[src/rtl/dvp_seq_pkg.sv]
package dvp_seq_pkg;
  typedef enum logic {
    KIND_READ = 1'b0,
    KIND_WB   = 1'b1
  } txn_kind_e;

  typedef enum logic [1:0] {
    ST_IDLE = 2'd0,
    ST_RD   = 2'd1,
    ST_WB   = 2'd2,
    ST_WAIT = 2'd3
  } seq_state_e;
endpackage

[src/rtl/dvp_issue_seq.sv]
module dvp_issue_seq
  import dvp_seq_pkg::*;
#(
  parameter int AW = 16,
  parameter int IW = 6
) (
  input  logic          clk,
  input  logic          rst_n,
  input  logic          miss_valid,
  output logic          miss_ready,
  input  logic [AW-1:0] miss_addr,
  input  logic [IW-1:0] miss_index,
  input  logic          miss_dirty,
  output logic          txn_valid,
  input  logic          txn_ready,
  output logic          txn_kind,
  output logic [AW-1:0] txn_addr,
  output logic [IW-1:0] txn_index,
  output logic          txn_dvp,
  input  logic          all_clear,
  output logic          pair_start,
  output logic          rd_fire,
  output logic          wb_fire
);
  seq_state_e    state_q, state_d;
  logic [AW-1:0] addr_q;
  logic [IW-1:0] index_q;
  logic          dirty_q;

  assign miss_ready = (state_q == ST_IDLE);
  assign pair_start = miss_valid && miss_ready;
  assign txn_valid  = (state_q == ST_RD) || (state_q == ST_WB);
  assign txn_kind   = (state_q == ST_WB) ? KIND_WB : KIND_READ;
  assign txn_addr   = (state_q == ST_RD) ? addr_q : '0;
  assign txn_index  = index_q;
  assign txn_dvp    = (state_q == ST_RD) && dirty_q;
  assign rd_fire    = (state_q == ST_RD) && txn_ready;
  assign wb_fire    = (state_q == ST_WB) && txn_ready;

  always_comb begin
    state_d = state_q;
    unique case (state_q)
      ST_IDLE: if (pair_start) state_d = ST_RD;
      ST_RD:   if (txn_ready) state_d = dirty_q ? ST_WB : ST_WAIT;
      ST_WB:   if (txn_ready) state_d = ST_WAIT;
      ST_WAIT: if (all_clear) state_d = ST_IDLE;
      default: state_d = ST_IDLE;
    endcase
  end

  always_ff @(posedge clk) begin
    if (!rst_n) begin
      state_q <= ST_IDLE;
      addr_q  <= '0;
      index_q <= '0;
      dirty_q <= 1'b0;
    end else begin
      state_q <= state_d;
      if (pair_start) begin
        addr_q  <= miss_addr;
        index_q <= miss_index;
        dirty_q <= miss_dirty;
      end
    end
  end

  AST_TXN_HOLD: assert property (@(posedge clk) disable iff (!rst_n)
    (txn_valid && !txn_ready) |=> (txn_valid && $stable({txn_kind, txn_addr, txn_index, txn_dvp})));
endmodule

[src/rtl/dvp_cpl_track.sv]
module dvp_cpl_track (
  input  logic clk,
  input  logic rst_n,
  input  logic pair_start,
  input  logic rd_fire,
  input  logic wb_fire,
  input  logic rd_done,
  input  logic wb_done,
  output logic rd_out,
  output logic wb_out,
  output logic rd_issued,
  output logic wb_issued,
  output logic all_clear,
  output logic err
);
  logic rd_bad, wb_bad;

  assign rd_bad    = rd_done && !rd_out;
  assign wb_bad    = wb_done && !wb_out;
  assign all_clear = !rd_out && !wb_out;

  always_ff @(posedge clk) begin
    if (!rst_n) begin
      rd_out    <= 1'b0;
      wb_out    <= 1'b0;
      rd_issued <= 1'b0;
      wb_issued <= 1'b0;
      err       <= 1'b0;
    end else begin
      if (rd_fire) rd_out <= 1'b1;
      else if (rd_done && rd_out) rd_out <= 1'b0;
      if (wb_fire) wb_out <= 1'b1;
      else if (wb_done && wb_out) wb_out <= 1'b0;
      if (pair_start) begin
        rd_issued <= 1'b0;
        wb_issued <= 1'b0;
      end else begin
        if (rd_fire) rd_issued <= 1'b1;
        if (wb_fire) wb_issued <= 1'b1;
      end
      if (rd_bad || wb_bad) err <= 1'b1;
    end
  end

  AST_ERR_STICKY: assert property (@(posedge clk) disable iff (!rst_n)
    err |=> err);
  AST_WB_AFTER_RD: assert property (@(posedge clk) disable iff (!rst_n)
    wb_fire |-> rd_issued);
  AST_ONE_WB: assert property (@(posedge clk) disable iff (!rst_n)
    wb_fire |-> !wb_issued);
endmodule

[src/rtl/dvp_miss_seq.sv]
module dvp_miss_seq #(
  parameter int AW = 16,
  parameter int IW = 6
) (
  input  logic          clk,
  input  logic          rst_n,
  input  logic          miss_valid,
  output logic          miss_ready,
  input  logic [AW-1:0] miss_addr,
  input  logic [IW-1:0] miss_index,
  input  logic          miss_dirty,
  output logic          txn_valid,
  input  logic          txn_ready,
  output logic          txn_kind,
  output logic [AW-1:0] txn_addr,
  output logic [IW-1:0] txn_index,
  output logic          txn_dvp,
  input  logic          rd_done,
  input  logic          wb_done,
  output logic          err
);
  logic all_clear, pair_start, rd_fire, wb_fire;
  logic rd_out, wb_out, rd_issued, wb_issued;

  dvp_issue_seq #(.AW(AW), .IW(IW)) u_issue (
    .clk(clk), .rst_n(rst_n),
    .miss_valid(miss_valid), .miss_ready(miss_ready),
    .miss_addr(miss_addr), .miss_index(miss_index), .miss_dirty(miss_dirty),
    .txn_valid(txn_valid), .txn_ready(txn_ready), .txn_kind(txn_kind),
    .txn_addr(txn_addr), .txn_index(txn_index), .txn_dvp(txn_dvp),
    .all_clear(all_clear), .pair_start(pair_start),
    .rd_fire(rd_fire), .wb_fire(wb_fire)
  );

  dvp_cpl_track u_track (
    .clk(clk), .rst_n(rst_n), .pair_start(pair_start),
    .rd_fire(rd_fire), .wb_fire(wb_fire),
    .rd_done(rd_done), .wb_done(wb_done),
    .rd_out(rd_out), .wb_out(wb_out),
    .rd_issued(rd_issued), .wb_issued(wb_issued),
    .all_clear(all_clear), .err(err)
  );

  AST_READY_IDLE: assert property (@(posedge clk) disable iff (!rst_n)
    miss_ready |-> (!rd_out && !wb_out && !txn_valid));
  AST_DVP_READ_ONLY: assert property (@(posedge clk) disable iff (!rst_n)
    (txn_valid && txn_kind) |-> !txn_dvp);
endmodule

[config.mk]
export PLATFORM = sky130hd
export DESIGN_NAME = dvp_miss_seq
export DESIGN_NICKNAME = d
export VERILOG_FILES = /design/src/rtl/dvp_seq_pkg.sv /design/src/rtl/dvp_issue_seq.sv /design/src/rtl/dvp_cpl_track.sv /design/src/rtl/dvp_miss_seq.sv
export SDC_FILE = /design/constraint.sdc
export NUM_CORES = 1
export LEC_CHECK = 0
export ABC_AREA = 1
export ABC_CLOCK_PERIOD_IN_PS = 1200
export BUFFER_PORTS_ARGS = -buffer_cell sky130_fd_sc_hd__buf_2
export CELL_PAD_IN_SITES_DETAIL_PLACEMENT = 0
export CELL_PAD_IN_SITES_GLOBAL_PLACEMENT = 2
export CORE_UTILIZATION = 21
export DETAILED_ROUTE_END_ITERATION = 10
export GPL_ROUTABILITY_DRIVEN = 0
export PLACE_DENSITY_LB_ADDON = 0.12
export SETUP_SLACK_MARGIN = 0.05
export SLEW_MARGIN = 20
export SYNTH_ARGS = -nofsm -noshare
export SYNTH_HDL_FRONTEND = slang
export SYNTH_HIERARCHICAL = 1
export SYNTH_SLANG_ARGS = --single-unit
[constraint.sdc]
create_clock -name clk -period 1.2 [get_ports clk]
set_input_delay 0.24 -clock clk [delete_from_list [all_inputs] [get_ports clk]]
set_output_delay 0.24 -clock clk [all_outputs]
set_load 0.03 [all_outputs]
==> metrics.txt, run 1 <==
# TYPE chip_impl_metric gauge
chip_impl_info{name="outcome",value="finished, violations left"} 1
chip_impl_info{name="violated_checks",value="setup timing"} 1
chip_impl_metric{name="nFillCells",unit=""} 631
chip_impl_metric{name="final_max_tran_viols",unit=""} 0
chip_impl_metric{name="power-per-cell-area",unit="nW/um^2"} 2390
chip_impl_metric{name="cts-buffers-inserted",unit=""} 3
chip_impl_metric{name="grt_pass1_wl",unit="mm"} 5.60
chip_impl_info{name="timing.rr.end",value="u_issue/state_q[1]"} 1
chip_impl_info{name="setup.worst_path.end_class",value="output pin"} 1
chip_impl_metric{name="worst_hold_path.num_cells",unit=""} 3
chip_impl_metric{name="dr_total_vias",unit=""} 1303
chip_impl_metric{name="numClockSinks",unit=""} 28
chip_impl_metric{name="max-vdd-ir-drop",unit="mV"} 0.949
chip_impl_metric{name="power.switching_fraction",unit=""} 0.439
chip_impl_metric{name="register_area",unit="sq um"} 568
chip_impl_metric{name="worst-endpoint-required",unit="ps"} 960
chip_impl_metric{name="drv_cap",unit=""} 0
chip_impl_metric{name="syn_area_per_cell",unit="sq um"} 6.86
chip_impl_metric{name="largest_net_degree_at_the_start_of_global_routing",unit=""} 29
chip_impl_metric{name="finish.net_count",unit=""} 282
chip_impl_metric{name="totalPowerFinal",unit="mW"} 5.00
chip_impl_metric{name="internal_power",unit="mW"} 2.80
chip_impl_metric{name="final_non_filler_cells",unit=""} 320
chip_impl_metric{name="ff2ff_setup_slack",unit="ps"} -170
chip_impl_info{name="grt_setup_unrepaired",value="yes"} 1
chip_impl_metric{name="worst_slew_pin_slew",unit="ps"} 177
chip_impl_metric{name="initial_antenna_violation_count",unit=""} 0
chip_impl_metric{name="drtPass1Iterations",unit=""} 4
chip_impl_metric{name="dpl_worst_slack",unit="ps"} -81.8
chip_impl_metric{name="insertion_delay",unit="ps"} 280
chip_impl_metric{name="share_clk_of_total_power",unit=""} 0.110
chip_impl_metric{name="crit_arrival",unit="ps"} 1240
chip_impl_metric{name="ant_diodes",unit=""} 0
chip_impl_metric{name="first_iter_violations",unit=""} 64
chip_impl_metric{name="clk_path_buf_depth",unit=""} 2
chip_impl_metric{name="cts-htree-levels",unit=""} 1
chip_impl_metric{name="drt.antenna.violating_nets",unit=""} 0
chip_impl_metric{name="placement_rows",unit=""} 27
chip_impl_metric{name="detail_route.wl_per_cell",unit="um"} 11.1
chip_impl_metric{name="dp.cells",unit=""} 311
chip_impl_metric{name="synthesis.yosys.warnings",unit=""} 6
chip_impl_info{name="timing.rr.start",value="u_issue/state_q[0]"} 1
chip_impl_metric{name="avgViaCountPerCell",unit=""} 4.07
chip_impl_metric{name="timing.clock.skew",unit="ps"} 7.28
chip_impl_metric{name="floorplan.die.height",unit="um"} 79.3
chip_impl_info{name="highest_layer",value="met4"} 1
chip_impl_info{name="hold-path-endpoint",value="u_issue/txn_index[2]"} 1
chip_impl_metric{name="dieArea",unit="sq um"} 6290
chip_impl_metric{name="groute.usage.overall",unit=""} 0.117
chip_impl_metric{name="p_leak",unit="nW"} 1.06
chip_impl_metric{name="fraction_of_layout_instances_using_a_drive_strength_above_1",unit=""} 0.524
chip_impl_metric{name="final.period_utilization",unit=""} 1.23
chip_impl_metric{name="route.detailed.drc",unit=""} 0
chip_impl_metric{name="setup_violations",unit=""} 42
chip_impl_metric{name="i_o_buffers",unit=""} 55
chip_impl_metric{name="wl_met3",unit="um"} 154
chip_impl_metric{name="dpl.hpwl",unit="mm"} 2.39
chip_impl_metric{name="post_synthesis_net_count",unit=""} 216
chip_impl_metric{name="synth_area",unit="sq um"} 1260
chip_impl_metric{name="detail_route.wirelength.met1",unit="mm"} 1.61
chip_impl_metric{name="fmax",unit="MHz"} 678
chip_impl_metric{name="ios",unit=""} 56
chip_impl_metric{name="max-slew-margin-rel",unit=""} 0.882
chip_impl_metric{name="die_x",unit="um"} 79.3
chip_impl_metric{name="met2_wirelength",unit="mm"} 1.78
chip_impl_metric{name="clk_pin_slew_worst_paths",unit="ps"} 100
chip_impl_metric{name="floorplan.core_area",unit="sq um"} 5640
chip_impl_info{name="timing.critical_path.from_type",value="flop"} 1
chip_impl_info{name="cts_tree",value="done"} 1
chip_impl_metric{name="areaGrowthSynthToFinish",unit="%"} 66.3
chip_impl_metric{name="grt_pass1_vias",unit=""} 1166
chip_impl_info{name="worstHoldPathType",value="in2reg"} 1
chip_impl_metric{name="reg2regPathDepth",unit=""} 8
chip_impl_metric{name="floorplan.initialDensity",unit=""} 0.223
chip_impl_info{name="ctsRootBufferMaster",value="sky130_fd_sc_hd__clkbuf_8"} 1
chip_impl_metric{name="area_taken_by_multi_input_logic_gates",unit="sq um"} 703
chip_impl_metric{name="finalCriticalPeriod",unit="ps"} 1480
chip_impl_metric{name="timing.final.hold_violations",unit=""} 0
chip_impl_info{name="hold_path.startpoint",value="miss_index[2]"} 1
chip_impl_metric{name="cts_hold_repair.buffers",unit=""} 0
chip_impl_metric{name="power.switching",unit="mW"} 2.19
chip_impl_metric{name="p_comb_frac",unit=""} 0.613
chip_impl_metric{name="synthesized_netlist_cell_count",unit=""} 183
chip_impl_metric{name="path_max_fanout",unit=""} 8
chip_impl_metric{name="final_critical_path_setup_slack",unit="ps"} -276
chip_impl_metric{name="globalRouteOverflowTotal",unit=""} 0
chip_impl_info{name="timing_worst_setup_path_type",value="reg2out"} 1
chip_impl_metric{name="drt_wl_total",unit="mm"} 3.56
chip_impl_metric{name="power.sequential.fraction",unit=""} 0.277
## through the flow
step	TNS (ps)	hold WS, ps	cell area, sq um	utilization
global placement	-1510	463	1700	0.301
CTS	-6740	177	1990	0.352
finish	-6090	188	2090	0.370
floorplan	0	338	1340	-
detailed placement	-1740	466	1700	0.301
global route	-8990	176	2090	0.370
## final cells by class
type | instances | area share
multi-input cells | 117 | 0.337
flip-flops and latches | 28 | 0.272
repair buffers | 68 | 0.263
inverters | 31 | 0.0641
well taps | 72 | 0.0431
clock buffers | 4 | 0.0216
## how the worst max path moves through the flow
stage                            start                  to
floorplan           u_issue/state_q[1]        txn_addr[10]
global placement    u_issue/state_q[1]             txn_dvp
detailed placement  u_issue/state_q[0]  u_issue/state_q[1]
CTS                 u_issue/state_q[1]         txn_addr[2]
global route        u_issue/state_q[1]         txn_addr[2]
finish              u_issue/state_q[0]        txn_addr[13]
## state kept, by name, summed over array words and instances, names as in the netlist
name,count
u_issue/addr_q,16
u_issue/dirty_q,1
u_issue/state_q,2
u_issue/txn_index,6
u_track/err,1
u_track/rd_out,1
u_track/wb_out,1
## placed cells by master, fill, tap and decap left out, drive strengths merged
cell and n:
buf 68, a21oi 2, clkbuf 4, nand3 3, inv 31, nor3 1, o21a 2, o21ai 25
ha 4, nand2 29, nor2 51, dfxtp 28
## power by group through the flow
stage | logic, mW | clock network, mW | registers, mW
finish | 3.06 | 0.549 | 1.38
global route | 3.35 | 0.620 | 1.41
CTS | 2.80 | 0.588 | 1.38
detailed placement | 2.22 | 0 | 1.39
global placement | 2.23 | 0 | 1.38
floorplan | 1.63 | 0 | 1.50
## timing repair
action	4_1_cts	5_1_grt
gates cloned	0	1
pin swaps	4	2
setup endpoints to repair	44	47
setup buffers	3	1
resized for setup	65	34
## per-layer routing
layer / up-vias / global-route usage
met3: 2 / 0.0184
met5: - / 0
met1: 585 / 0.155
met4: 0 / 0.0382
met2: 33 / 0.192
li1: 683 / -
## worst max-delay path: stages (launching register included)
cell                      delay, ps
sky130_fd_sc_hd__dfxtp_4        400
sky130_fd_sc_hd__ha_4           160
sky130_fd_sc_hd__buf_8          140
sky130_fd_sc_hd__nand2_1         60
sky130_fd_sc_hd__inv_1           70
sky130_fd_sc_hd__buf_6          130
No activity file was read; power rests on OpenSTA's default activity.
==> run 2: changes to the inputs <==
--- a/config.mk
+++ b/config.mk
@@ -10,11 +10,13 @@
 export BUFFER_PORTS_ARGS = -buffer_cell sky130_fd_sc_hd__buf_2
 export CELL_PAD_IN_SITES_DETAIL_PLACEMENT = 0
 export CELL_PAD_IN_SITES_GLOBAL_PLACEMENT = 2
+export CORE_MARGIN = 5
 export CORE_UTILIZATION = 21
 export DETAILED_ROUTE_END_ITERATION = 10
 export GPL_ROUTABILITY_DRIVEN = 0
 export PLACE_DENSITY_LB_ADDON = 0.12
 export SETUP_SLACK_MARGIN = 0.05
+export SKIP_LAST_GASP = 1
 export SLEW_MARGIN = 20
 export SYNTH_ARGS = -nofsm -noshare
 export SYNTH_HDL_FRONTEND = slang
==> metrics.txt, run 2 (synthesized netlist as in run 1, its figures left out) <==
# TYPE chip_impl_metric gauge
chip_impl_info{name="outcome",value="finished, violations left"} 1
chip_impl_info{name="violated_checks",value="setup timing"} 1
chip_impl_info{name="crit_path_cell_trace",value="inv_4 > ha_4 > buf_8 > nand2_1 > inv_1 > buf_4"} 1
chip_impl_metric{name="cp.depth",unit=""} 6
chip_impl_metric{name="fmax",unit="MHz"} 670
chip_impl_metric{name="reg2regPathDepth",unit=""} 9
chip_impl_info{name="critical_path.slowest_cell",value="sky130_fd_sc_hd__dfxtp_4"} 1
chip_impl_metric{name="crit_arrival",unit="ps"} 1250
chip_impl_metric{name="clk_pin_slew_worst_paths",unit="ps"} 100
chip_impl_metric{name="power.sequential.fraction",unit=""} 0.284
chip_impl_metric{name="dpl.hpwl",unit="mm"} 2.50
chip_impl_metric{name="areaGrowthSynthToFinish",unit="%"} 58.9
chip_impl_metric{name="largest_net_degree_at_the_start_of_global_routing",unit=""} 29
chip_impl_metric{name="final_critical_path_setup_slack",unit="ps"} -293
chip_impl_info{name="ctsRootBufferMaster",value="sky130_fd_sc_hd__clkbuf_8"} 1
chip_impl_metric{name="final_non_filler_cells",unit=""} 322
chip_impl_metric{name="share_clk_of_total_power",unit=""} 0.124
chip_impl_info{name="critical-path-top-delay-family",value="flip-flops"} 1
chip_impl_info{name="grt_setup_unrepaired",value="yes"} 1
chip_impl_metric{name="clk_path_buf_depth",unit=""} 2
chip_impl_metric{name="timing.final.hold_violations",unit=""} 0
chip_impl_metric{name="max-vdd-ir-drop",unit="mV"} 1.23
chip_impl_metric{name="crit_buf_inv",unit=""} 4
chip_impl_info{name="cts_tree",value="done"} 1
chip_impl_metric{name="numClockSinks",unit=""} 28
chip_impl_metric{name="drt.antenna.violating_nets",unit=""} 0
chip_impl_metric{name="timing.clock.skew",unit="ps"} 4.13
chip_impl_metric{name="dpl_worst_slack",unit="ps"} -95.8
chip_impl_metric{name="layout.cell_area.non_filler",unit="sq um"} 2000
chip_impl_metric{name="floorplan.core_area",unit="sq um"} 5890
chip_impl_metric{name="final_max_tran_viols",unit=""} 0
chip_impl_metric{name="placement.cell_area",unit="sq um"} 1700
chip_impl_metric{name="power.switching_fraction",unit=""} 0.433
chip_impl_metric{name="critical_path.max_stage_delay",unit="ps"} 370
chip_impl_info{name="timing_worst_setup_path_type",value="reg2out"} 1
chip_impl_metric{name="finish.net_count",unit=""} 281
chip_impl_metric{name="finalCriticalPeriod",unit="ps"} 1490
chip_impl_metric{name="ios",unit=""} 56
chip_impl_metric{name="cts-htree-levels",unit=""} 1
chip_impl_info{name="setup.worst_path.end_class",value="output pin"} 1
chip_impl_info{name="timing.critical_path.from_type",value="flop"} 1
chip_impl_metric{name="avgViaCountPerCell",unit=""} 3.95
chip_impl_metric{name="grt_pass1_vias",unit=""} 1184
chip_impl_metric{name="insertion_delay",unit="ps"} 270
chip_impl_metric{name="setup_violations",unit=""} 26
chip_impl_metric{name="groute.usage.overall",unit=""} 0.0953
chip_impl_metric{name="largest_register_ff_count",unit=""} 16
chip_impl_metric{name="power-per-cell-area",unit="nW/um^2"} 2420
chip_impl_metric{name="i_o_buffers",unit=""} 55
chip_impl_metric{name="grt_pass1_wl",unit="mm"} 5.66
chip_impl_metric{name="p_leak",unit="nW"} 1.04
chip_impl_metric{name="dp.cells",unit=""} 313
chip_impl_metric{name="floorplan.initialDensity",unit=""} 0.213
chip_impl_metric{name="globalRouteOverflowTotal",unit=""} 0
chip_impl_metric{name="route.detailed.drc",unit=""} 0
chip_impl_metric{name="first_iter_violations",unit=""} 25
chip_impl_metric{name="dieArea",unit="sq um"} 7630
chip_impl_metric{name="floorplan.die.height",unit="um"} 87.3
chip_impl_metric{name="detail_route.wl_per_cell",unit="um"} 11.3
chip_impl_info{name="most-common-layout-cells",value="48 x sky130_fd_sc_hd__nor2_1, 35 x sky130_fd_sc_hd__buf_2, 26 x sky130_fd_sc_hd__dfxtp_1"} 1
chip_impl_metric{name="drtPass1Iterations",unit=""} 2
chip_impl_metric{name="internal_power",unit="mW"} 2.74
chip_impl_metric{name="final.setup.tns",unit="ps"} -5730
chip_impl_info{name="worstHoldPathType",value="in2reg"} 1
chip_impl_metric{name="die_x",unit="um"} 87.3
chip_impl_metric{name="cts-buffers-inserted",unit=""} 3
chip_impl_metric{name="initial_antenna_violation_count",unit=""} 0
chip_impl_metric{name="drt_wl_total",unit="mm"} 3.64
chip_impl_metric{name="ant_diodes",unit=""} 0
chip_impl_info{name="largest-register",value="u_issue/addr_q"} 1
chip_impl_metric{name="path_max_fanout",unit=""} 9
chip_impl_metric{name="worst_slew_pin_slew",unit="ps"} 185
chip_impl_info{name="leading_cell_type_in_the_layout_fill_and_taps_excluded",value="sky130_fd_sc_hd__nor2_1"} 1
chip_impl_metric{name="max-slew-margin-rel",unit=""} 0.876
chip_impl_metric{name="worst_hold_path.num_cells",unit=""} 3
chip_impl_metric{name="power.switching",unit="mW"} 2.09
chip_impl_metric{name="fraction_of_layout_instances_using_a_drive_strength_above_1",unit=""} 0.421
chip_impl_metric{name="drv_cap",unit=""} 0
chip_impl_metric{name="dr_total_vias",unit=""} 1273
chip_impl_metric{name="final.period_utilization",unit=""} 1.24
chip_impl_metric{name="worst-endpoint-required",unit="ps"} 960
chip_impl_metric{name="p_comb_frac",unit=""} 0.592
chip_impl_metric{name="placement_rows",unit=""} 28
[run 2: power groups by stage]
stage / logic (mW) / registers, mW / clock network, mW
floorplan: 1.63 / 1.50 / 0
global placement: 2.21 / 1.39 / 0
detailed placement: 2.19 / 1.39 / 0
CTS: 2.69 / 1.37 / 0.639
global route: 3.13 / 1.41 / 0.661
finish: 2.86 / 1.37 / 0.599
[run 2: layout make-up]
cell class | count | area, sq um
fill | 664 | 3890
clock buffer | 4 | 55.1
tap | 75 | 93.8
sequential | 28 | 568
inverter | 31 | 134
multi-input combinational | 117 | 633
timing repair buffer | 67 | 512
[run 2: path summary, 6_finish.rpt]
kind | startpoint | endpoint | slack [ps]
setup / recovery | u_issue/state_q[1] | txn_addr[2] | -290
hold / removal | miss_index[5] | u_issue/txn_index[5] | 190
setup reg to reg | u_issue/state_q[1] | u_issue/state_q[1] | -200
hold reg to reg | u_issue/txn_index[2] | u_issue/txn_index[2] | 490
[run 2: routing by layer]
metal,part of all wire,vias up,global-route usage
li1,-,682,-
met1,0.47,558,0.125
met2,0.46,31,0.152
met3,0.062,2,0.0255
met4,0.0072,0,0.0293
met5,0,-,0
[run 2: metrics by stage]
stage / hold slack, ps / util / total power [mW]
CTS: 178 / 0.328 / 4.70
global placement: 466 / 0.288 / 3.61
finish: 192 / 0.339 / 4.83
floorplan: 338 / - / 3.13
detailed placement: 471 / 0.288 / 3.58
global route: 187 / 0.339 / 5.20
[run 2: timing repair]
action / in CTS / in global routing
endpoints found under the setup margin: 44 / 46
buffers inserted: 4 / 0
hold endpoints to repair: 0 / 0
hold buffers: 0 / 0
pin swaps: 2 / 5
gates resized for setup: 44 / 18
cloned: 0 / 1
[run 2: worst reg2reg max path, cell delays in order (launching register included)]
cell,delay [ps]
sky130_fd_sc_hd__dfxtp_4,370
sky130_fd_sc_hd__inv_4,40
sky130_fd_sc_hd__ha_4,170
sky130_fd_sc_hd__buf_8,140
sky130_fd_sc_hd__buf_4,140
sky130_fd_sc_hd__nor2_2,100
sky130_fd_sc_hd__nor2_2,60
sky130_fd_sc_hd__buf_4,130
sky130_fd_sc_hd__nor3_4,100
sky130_fd_sc_hd__nor2_1,60
